### src/rtl/ldimm_pkg.sv
package ldimm_pkg;

    typedef enum logic [1:0] {
        FORM_POST = 2'd0,
        FORM_PRE  = 2'd1,
        FORM_UOFF = 2'd2,
        FORM_NONE = 2'd3
    } form_e;

    typedef enum logic [1:0] {
        PH_IDLE = 2'd0,
        PH_REQ  = 2'd1,
        PH_RSP  = 2'd2
    } phase_e;

    typedef struct packed {
        logic        legal;
        form_e       form;
        logic        wide;
        logic [4:0]  base;
        logic [4:0]  dest;
        logic [8:0]  simm;
        logic [11:0] uimm;
    } dec_t;

endpackage

### src/rtl/ldimm_decode.sv
module ldimm_decode
    import ldimm_pkg::*;
(
    input  logic [31:0] word,
    output dec_t        dec
);
    logic fixed_ok;

    always_comb begin
        fixed_ok = word[31] && (word[29:27] == 3'b111) && !word[26]
                   && (word[23:22] == 2'b01);
        dec       = '0;
        dec.form  = FORM_NONE;
        dec.wide  = word[30];
        dec.base  = word[9:5];
        dec.dest  = word[4:0];
        dec.simm  = word[20:12];
        dec.uimm  = word[21:10];
        if (fixed_ok) begin
            if (word[25:24] == 2'b00 && !word[21]) begin
                if (word[11:10] == 2'b01)      dec.form = FORM_POST;
                else if (word[11:10] == 2'b11) dec.form = FORM_PRE;
            end else if (word[25:24] == 2'b01) begin
                dec.form = FORM_UOFF;
            end
        end
        dec.legal = (dec.form != FORM_NONE);
    end
endmodule

### src/rtl/ldimm_agen.sv
module ldimm_agen
    import ldimm_pkg::*;
#(
    parameter int AW = 64
) (
    input  dec_t          dec,
    input  logic [AW-1:0] base_val,
    output logic [AW-1:0] acc_addr,
    output logic [AW-1:0] upd_addr
);
    logic [AW-1:0] sext_off;
    logic [AW-1:0] scaled_off;
    logic [1:0]    shamt;

    always_comb begin
        shamt      = dec.wide ? 2'd3 : 2'd2;
        sext_off   = {{(AW-9){dec.simm[8]}}, dec.simm};
        scaled_off = {{(AW-12){1'b0}}, dec.uimm} << shamt;
        upd_addr   = base_val + sext_off;
        case (dec.form)
            FORM_PRE:  acc_addr = upd_addr;
            FORM_POST: acc_addr = base_val;
            default:   acc_addr = base_val + scaled_off;
        endcase
    end
endmodule

### src/rtl/ldimm_unit.sv
module ldimm_unit
    import ldimm_pkg::*;
#(
    parameter int       AW            = 64,
    parameter int       DW            = 64,
    parameter int       SP_ALIGN_LG2  = 4,
    parameter bit       OVERLAP_UNDEF = 1'b0
) (
    input  logic          clk,
    input  logic          rst_n,
    input  logic          ins_valid,
    output logic          ins_ready,
    input  logic [31:0]   ins_word,
    output logic [4:0]    rf_rd_idx,
    input  logic [AW-1:0] rf_rd_data,
    input  logic [AW-1:0] sp_in,
    output logic          mem_req_valid,
    input  logic          mem_req_ready,
    output logic [AW-1:0] mem_req_addr,
    output logic [1:0]    mem_req_size,
    input  logic          mem_rsp_valid,
    input  logic [DW-1:0] mem_rsp_data,
    output logic          rd_we,
    output logic [4:0]    rd_idx,
    output logic          rd_wide,
    output logic [DW-1:0] rd_data,
    output logic          wb_we,
    output logic          wb_is_sp,
    output logic [4:0]    wb_idx,
    output logic [AW-1:0] wb_data,
    output logic          fault_undef,
    output logic          fault_align
);
    localparam int         HALF    = DW / 2;
    localparam logic [4:0] SP_IDX  = 5'd31;
    localparam logic [1:0] SZ_WORD = 2'd2;
    localparam logic [1:0] SZ_DBL  = 2'd3;

    typedef struct packed {
        phase_e        phase;
        logic [AW-1:0] addr;
        logic [1:0]    size;
        logic          wide;
        logic [4:0]    dest;
        logic          wb_en;
        logic          wb_sp;
        logic [4:0]    wb_idx;
        logic [AW-1:0] wb_addr;
        logic          f_undef;
        logic          f_align;
    } ctx_t;

    localparam ctx_t CTX_RESET = '{phase: PH_IDLE, default: '0};

    dec_t          dec;
    logic [AW-1:0] base_val;
    logic [AW-1:0] acc_addr;
    logic [AW-1:0] upd_addr;
    logic          accept;
    logic          wants_wb;
    logic          overlap;
    logic          sp_misaligned;
    ctx_t          ctx_d, ctx_q;

    ldimm_decode u_dec (
        .word (ins_word),
        .dec  (dec)
    );

    assign rf_rd_idx = dec.base;
    assign base_val  = (dec.base == SP_IDX) ? sp_in : rf_rd_data;

    ldimm_agen #(.AW(AW)) u_agen (
        .dec      (dec),
        .base_val (base_val),
        .acc_addr (acc_addr),
        .upd_addr (upd_addr)
    );

    assign ins_ready = (ctx_q.phase == PH_IDLE);
    assign accept    = ins_valid && ins_ready;

    always_comb begin
        wants_wb      = (dec.form == FORM_POST) || (dec.form == FORM_PRE);
        overlap       = wants_wb && (dec.base == dec.dest) && (dec.base != SP_IDX);
        sp_misaligned = (dec.base == SP_IDX) && (sp_in[SP_ALIGN_LG2-1:0] != '0);

        ctx_d         = ctx_q;
        ctx_d.f_undef = 1'b0;
        ctx_d.f_align = 1'b0;
        case (ctx_q.phase)
            PH_IDLE: begin
                if (accept) begin
                    if (!dec.legal || (overlap && OVERLAP_UNDEF)) begin
                        ctx_d.f_undef = 1'b1;
                    end else if (sp_misaligned) begin
                        ctx_d.f_align = 1'b1;
                    end else begin
                        ctx_d.phase   = PH_REQ;
                        ctx_d.addr    = acc_addr;
                        ctx_d.size    = dec.wide ? SZ_DBL : SZ_WORD;
                        ctx_d.wide    = dec.wide;
                        ctx_d.dest    = dec.dest;
                        ctx_d.wb_en   = wants_wb && !overlap;
                        ctx_d.wb_sp   = (dec.base == SP_IDX);
                        ctx_d.wb_idx  = dec.base;
                        ctx_d.wb_addr = upd_addr;
                    end
                end
            end
            PH_REQ: begin
                if (mem_req_ready) ctx_d.phase = PH_RSP;
            end
            PH_RSP: begin
                if (mem_rsp_valid) ctx_d.phase = PH_IDLE;
            end
            default: ctx_d.phase = PH_IDLE;
        endcase
    end

    always_ff @(posedge clk) begin
        if (!rst_n) ctx_q <= CTX_RESET;
        else        ctx_q <= ctx_d;
    end

    assign mem_req_valid = (ctx_q.phase == PH_REQ);
    assign mem_req_addr  = ctx_q.addr;
    assign mem_req_size  = ctx_q.size;

    assign rd_we    = (ctx_q.phase == PH_RSP) && mem_rsp_valid;
    assign rd_idx   = ctx_q.dest;
    assign rd_wide  = ctx_q.wide;
    assign rd_data  = ctx_q.wide ? mem_rsp_data
                                 : {{(DW-HALF){1'b0}}, mem_rsp_data[HALF-1:0]};
    assign wb_we    = rd_we && ctx_q.wb_en;
    assign wb_is_sp = ctx_q.wb_sp;
    assign wb_idx   = ctx_q.wb_idx;
    assign wb_data  = ctx_q.wb_addr;

    assign fault_undef = ctx_q.f_undef;
    assign fault_align = ctx_q.f_align;

    // request held steady until the memory takes it
    a_r8_req_hold: assert property (@(posedge clk) disable iff (!rst_n)
        mem_req_valid && !mem_req_ready |=>
            mem_req_valid && $stable(mem_req_addr) && $stable(mem_req_size));

    // register writes only alongside a read response
    a_r9_write_with_rsp: assert property (@(posedge clk) disable iff (!rst_n)
        (rd_we || wb_we) |-> mem_rsp_valid && !mem_req_valid);

    // a general-register base write never collides with the destination
    a_r10_no_overlap_wb: assert property (@(posedge clk) disable iff (!rst_n)
        wb_we && !wb_is_sp |-> wb_idx != rd_idx);

    // no new instruction while a request is outstanding
    a_r12_busy_not_ready: assert property (@(posedge clk) disable iff (!rst_n)
        mem_req_valid |-> !ins_ready);

    // a fault cycle carries no memory or register activity
    a_r1_fault_quiet: assert property (@(posedge clk) disable iff (!rst_n)
        (fault_undef || fault_align) |-> !mem_req_valid && !rd_we && !wb_we);

    // only word or doubleword size codes are issued
    a_r5_size_code: assert property (@(posedge clk) disable iff (!rst_n)
        mem_req_valid |-> (mem_req_size == SZ_WORD) || (mem_req_size == SZ_DBL));

    // request appears only one cycle after an accepted instruction
    a_r8_req_after_accept: assert property (@(posedge clk) disable iff (!rst_n)
        $rose(mem_req_valid) |-> $past(ins_valid) && $past(ins_ready));
endmodule

### config.mk
export PLATFORM = sky130hd
export DESIGN_NAME = ldimm_unit
export DESIGN_NICKNAME = d
export VERILOG_FILES = /design/src/rtl/ldimm_pkg.sv /design/src/rtl/ldimm_decode.sv /design/src/rtl/ldimm_agen.sv /design/src/rtl/ldimm_unit.sv
export SDC_FILE = /design/constraint.sdc
export NUM_CORES = 1
export LEC_CHECK = 0
export BUFFER_PORTS_ARGS = -buffer_cell sky130_fd_sc_hd__buf_2
export CAP_MARGIN = 5
export CORE_AREA = 2 2 175 177
export DETAILED_ROUTE_END_ITERATION = 16
export DIE_AREA = 0 0 177 179
export PLACE_DENSITY_LB_ADDON = 0.25
export SETUP_SLACK_MARGIN = 0.1
export SYNTH_ARGS = -nofsm -noshare
export SYNTH_HDL_FRONTEND = slang
export SYNTH_HIERARCHICAL = 1
export SYNTH_SLANG_ARGS = --single-unit
### constraint.sdc
create_clock -name clk -period 11.33 [get_ports clk]
set_input_delay 2.266 -clock clk [delete_from_list [all_inputs] [get_ports clk]]
set_output_delay 2.266 -clock clk [all_outputs]
set_load 0.01 [all_outputs]
## Word-level counts from Yosys, hierarchy flattened

Cells that the tools add are included.

- Output and inout port bits: 217
- Input bits: 229
- Register bits after elaboration: 147

- Mux-type cells: 18
- Shift-type cells: 1
- Reduce and logical (&&, ||, !) cells: 23
- Bitwise gates (word level): 1
- Add/subtract/negate cells: 2
- Eq/ne operators: 17

Operators with widths:

| cell | count |
|---|---|
| 145-bit 2-to-1 mux | 2 |
| 147-bit 2-to-1 mux | 1 |
| 64-bit adder | 2 |
| 64-bit 2-to-1 mux | 2 |
| 64-bit case mux with 2 select lines | 1 |
| 12-bit by 2-bit << shifter with 64-bit output | 1 |
| 2-bit 2-to-1 mux | 6 |
| 1-bit logical AND | 11 |
| 2-bit by 1-bit == test with 1-bit output (second input constant) | 5 |
| 4-bit AND reduction | 2 |
| 2-bit zero test | 3 |
| 2-bit by 1-bit inequality test with 1-bit output (second input constant) | 3 |
| 2-bit inequality test (second input constant) | 3 |
| 2-bit case mux with 3 select lines | 1 |
| 5-bit == test | 1 |
| 5-bit == test (second input constant) | 1 |
| 1-bit 2-to-1 mux | 5 |
| 5-bit inequality test (second input constant) | 1 |
| 5-bit AND reduction | 1 |
| 2-bit == test (second input constant) | 2 |
| 4-bit nonzero test | 1 |
| 3-bit == test (second input constant) | 1 |
| 1-bit zero test | 3 |
| 3-bit AND reduction | 1 |
| 2 further kinds | 2 |

## Depth between registers and ports, before layout

- Depth in word-level cells: 15
- Gate-level depth with buffers: 21

## Hierarchy

Netlist, hierarchy kept.

By module, submodules not included:

| module | instances | area an instance (um2) | seq. area each (um2) | cells each |
|---|---|---|---|---|
| ldimm_unit | 1 | 7816.2 | 2922.8 | 938 |
| ldimm_agen | 1 | 6979.2 | 0.0 | 1057 |
| ldimm_decode | 1 | 302.8 | 0.0 | 39 |

## Worst setup path after synthesis

OpenSTA, ideal clock, no wires.

- Path type: input -> register
- From: input ins_word[8]
- To: register ctx_q (netlist bit mem_req_addr[50])
- Arrival time: 5.842 ns
- Cell stages on the path: 20
- Path slack: 5.429 ns
- Setup time: 0.059 ns
- Buffers on the path: 3
- Cell sequence: buf_4 > nand2_1 > or2_1 > clkbuf_2 > buf_6 > mux2_2 > ha_1 > inv_1 > fa_1 > nand2b_1 > a21o_1 > a311o_1 > o41ai_4 > a21oi_2 > o21ai_2 > a21oi_2 > or4_1 > nand3_1 > nand3_1 > nand2_1

- Longest elaborated chain between the ends: 4

RTL lines:

| element | line | RTL |
|---|---|---|
| from (decl) | ldimm_unit.sv:13 | `input logic [31:0] ins_word,` |
| 5-bit == test * | ldimm_unit.sv:71 | `assign base_val = (dec.base == SP_IDX) ? sp_in : rf_rd_data;` |
| 64-bit 2-to-1 mux * | ldimm_unit.sv:71 |  |
| named net base_val[0] | ldimm_unit.sv:56 | `logic [AW-1:0] base_val;` |
| 64-bit adder, on equally long branches | ldimm_agen.sv:23, ldimm_agen.sv:19 |  |
| 64-bit case mux with 2 select lines * | ldimm_agen.sv:20 | `case (dec.form)` |
| named net acc_addr[50] | ldimm_unit.sv:57 | `logic [AW-1:0] acc_addr;` |
| to (signal assigned) | ldimm_unit.sv:123 | `else ctx_q <= ctx_d;` |
| to (decl) | ldimm_unit.sv:63 | `ctx_t ctx_d, ctx_q;` |

Mark *: on every way through the listed nets, which the timed path passes. The rest lies on a longest branch.
A chain may end at the register's enable or synchronous reset.

## Final worst setup path

- From: input ins_word[8]
- To: register ctx_q (netlist bit mem_req_addr[48])

The elaborated chain is that of the path after synthesis.

==> reports/metrics.yaml <==
status: "finished, final reports clean"
viasPerCell: 5.998
drc: 0
cts_root_buffer: "clkbuf_16"
register_area_sq_um: 2923
numPortBuffers: 381
intPower_mw: 1.079
drt-total-wl_um: 50600
cellPowerDensity_nw_per_um2: 102.9
critPathMaxStageDelay_ns: 0.76
clk_latency_ns: 0.45
cts_tree: "built"
yosysTopAreaCellShare_pct: 19.36
final_cell_count_no_fill: 2523
nNetsFinal: 2421
startpoint_type: "input pin"
place_inst: 2491
path_cells: "buf_2 -> nand2_1 -> or2_4 -> buf_4 -> mux2_2 -> ha_1 -> a21o_1 -> a21o_1 -> a21oi_1 -> o21a_1 -> o21ai_0 -> nand4_1 -> nor2_1 -> a311oi_1 -> a211oi_1 -> nand3_1 -> nand2_1"
nFillCells: 3077
drt_iter0_markers: 1350
cp_max_fo: 42
grt_usage_pct: 30.76
synth_fp_nets: 2341
async_flop_share_pct: 0
syn_area_per_cell_sq_um: 7.423
dpl.hpwl_um: 38210
setup_tns_ns: 0
crit_family: "simple AND/OR/NAND/NOR gates"
clk_pin_slew_ns: 0.06
slew_headroom_pct: 30.37
final_antenna_net_count: 0
grt_overflow: 0
grt_pass1_vias: 13762
ys_seq_area_share_pct: 19.36
drv_slew: 0
seq_power_share_pct: 31.2
synth_cell_type_count: 89
synth-edff-count: 0
antenna_found_initial: 1
hold_class: "reg2reg"
n_antenna_cell: 0
crit_slowest_cell: "o21ai_0"
yosys_warnings: 6
post_cts_buffers: 0
arrival_ns: 7.50
ir_worst_vdd_v: 0.00008686
synth_area_leader_cell: "dfxtp_1"
critPathBufInv: 2
ys_top_cells_by_area: "dfxtp_1 19%, nand3_1 11%, buf_4 10%"
synth_adder_area_share_pct: 6.563
grt_start_max_net_pins: 111
required_ns: 11.71
num_vias: 15132
syn_to_final_growth_pct: 6.165
initial_core_util_pct: 50.28
synth_compound_area_share_pct: 18.02
first_pass_iters: 5
cts_resized: 0
drive_gt1_share_pct: 25.48
coreArea_sq_um: 30030
mappedNetlistArea_sq_um: 15100
synth_top_family_by_area: "simple AND/OR/NAND/NOR gates"
combPwrFrac_pct: 31.3
routabilityCongestion: 0.9586
post-route-min-period_ns: 7.117
switchingPower_mw: 0.5704
max_freq_mhz: 140.5
p_leak_nw: 8.109
ioPinCount: 446
rsz0062_at_grt: "false"
grt_pass1_wl_um: 76680
dieArea_sq_um: 31680
clkPwrFrac_pct: 37.5
cts_buffers: 17
endpoint_kind: "flip-flop"
synth_seq_cells: 146
worst_pin_slew_ns: 1.035
setup_viol: 0
die_w_um: 177
placementRows: 64
skew_ns: 0.01190
multiInputGateArea_sq_um: 9889
synth_simple_gate_area_share_pct: 28.33
yosys.area_share.xor_xnor_pct: 4.583
die_h_um: 179
avgRoutedWirePerCell_um: 20.06
final-hold-violation-count: 0
clock_sinks: 146
htreeDepth: 4
postSynthCellCount: 2034
drv_cap: 0
muxShareOfSynthArea_pct: 7.914
switching_share_pct: 34.59
hold_buffers: 0
worstSetupPathType: "in2reg"
synth-main-ff-cell: "dfxtp_1"
fin_crit_sh_pct: 62.82
clock_tree.buffer_depth: 2
[layer usage]
| layer | wire, um | share of wire [%] | global-route usage [%] | vias up |
|---|---|---|---|---|
| met4 | 1229 | 2.4 | 9.848 | 2 |
| met5 | 13 | 0.026 | 0 | - |
| li1 | - | - | - | 7264 |
| met1 | 22280 | 44 | 40.86 | 7160 |
| met3 | 3634 | 7.2 | 4.135 | 83 |
| met2 | 23440 | 46 | 51.46 | 623 |
[sequential cells by signal, indices dropped and copies added, names as in the netlist]
| name | flops |
|---|---|
| mem_req_size | 2 |
| wb_data | 64 |
| rd_idx | 5 |
| wb_is_sp | 1 |
| mem_req_addr | 64 |
| wb_idx | 5 |
| fault_undef | 1 |
| fault_align | 1 |
| ctx_q | 3 |
[synthesized netlist by cell type, drive strengths merged, types with 7 or more instances]
cell type,number
nand3,326
xor2,35
dfxtp,146
clkbuf,73
nor2b,8
nor4,8
o21a,19
a31oi,18
a211oi,14
ha,76
o21bai,10
a311oi,7
mux2i,20
nor2,85
inv,22
and3,21
a21oi,94
a211o,9
and2,44
mux2,79
nor3,37
buf,259
nand4,48
o211ai,12
o31ai,8
o21ai,78
o211a,7
nand2,261
xnor2,44
a21boi,7
or2,7
a21o,63
nand2b,11
[layout by cell type (no fill, tap or decap), types with 5 or more instances in the layout]
| master | instances |
|---|---|
| a311oi_1 | 7 |
| nand4_1 | 48 |
| a211o_1 | 9 |
| nand2b_1 | 11 |
| a221o_1 | 5 |
| mux2i_1 | 20 |
| o311a_1 | 5 |
| nor4_1 | 6 |
| a211oi_1 | 13 |
| inv_1 | 22 |
| nor2_1 | 84 |
| o31ai_1 | 7 |
| clkbuf_16 | 17 |
| o21bai_1 | 10 |
| nand3_1 | 325 |
| a21boi_0 | 5 |
| mux2_4 | 28 |
| and2_1 | 40 |
| a31oi_1 | 18 |
| nor2b_1 | 7 |
| o211a_1 | 7 |
| a21oi_1 | 91 |
| ha_1 | 76 |
| dfxtp_1 | 146 |
| o21a_1 | 19 |
| a21o_1 | 63 |
| xor2_1 | 35 |
| buf_4 | 13 |
| nor3_1 | 37 |
| nand2_1 | 260 |
| xnor2_1 | 44 |
| and3_1 | 19 |
| buf_2 | 380 |
| mux2_2 | 51 |
| o21ai_0 | 76 |
| o211ai_1 | 12 |
[through the flow]
stage | hold slack [ns] | instance area (sq um) | worst slack (ns) | power, mW | util, %
after floorplan | 0.4299 | 15100 | 5.429 | 0.9078 | -
after global placement | 0.4342 | 15410 | 3.973 | 1.027 | 51.31
after CTS | 0.4475 | 16030 | 4.372 | 1.645 | 53.38
after detailed placement | 0.4390 | 15410 | 3.923 | 1.027 | 51.31
final | 0.4440 | 16030 | 4.213 | 1.649 | 53.38
after global routing | 0.4618 | 16030 | 3.994 | 1.719 | 53.38
[power groups by stage]
stage	clock network, mW	logic [mW]	registers [mW]
after floorplan	0	0.382	0.526
after global placement	0	0.502	0.526
after detailed placement	0	0.501	0.526
after CTS	0.626	0.505	0.514
after global routing	0.644	0.561	0.514
final	0.619	0.516	0.514
[worst register-to-register path, delay by kind of cell, from the launching register on]
family	cells	cell delay, ns
AND/OR/NAND/NOR	1	0.33
buffers and inverters	2	1.46
flip-flops	1	0.43
AO/OA/AOI/OAI	3	0.49
[worst paths after layout]
kind         slack (ns)         from  cells after the start               end
max                4.21  ins_word[8]                     17  mem_req_addr[48]
min                0.44  wb_data[35]                      2       wb_data[35]
max reg2reg        8.54   ctx_q[146]                      6         ctx_q[72]
min reg2reg        0.44  wb_data[35]                      2       wb_data[35]
[kinds of logic (layout without fill, tap and decap cells)]
| logic type | after synthesis | in the layout |
|---|---|---|
| AND/OR/NAND/NOR | 880 | 880 |
| flip-flops | 146 | 146 |
| buffers and inverters | 356 | 449 |
| AO/OA/AOI/OAI | 396 | 396 |
| multiplexers | 99 | 99 |
| XOR/XNOR | 79 | 79 |
| adder cells (fa/ha/maj) | 78 | 78 |
[final cells by class]
class                           instances  area share [%]
Multi-Input combinational cell       1532           61.70
Sequential cell                       146           18.23
Timing Repair Buffer                  394           12.56
Tap cell                              396           3.091
Clock buffer                           21           2.935
Clock inverter                         11          0.9445
Inverter                               23          0.5386
No activity file was read; power rests on OpenSTA's default activity.
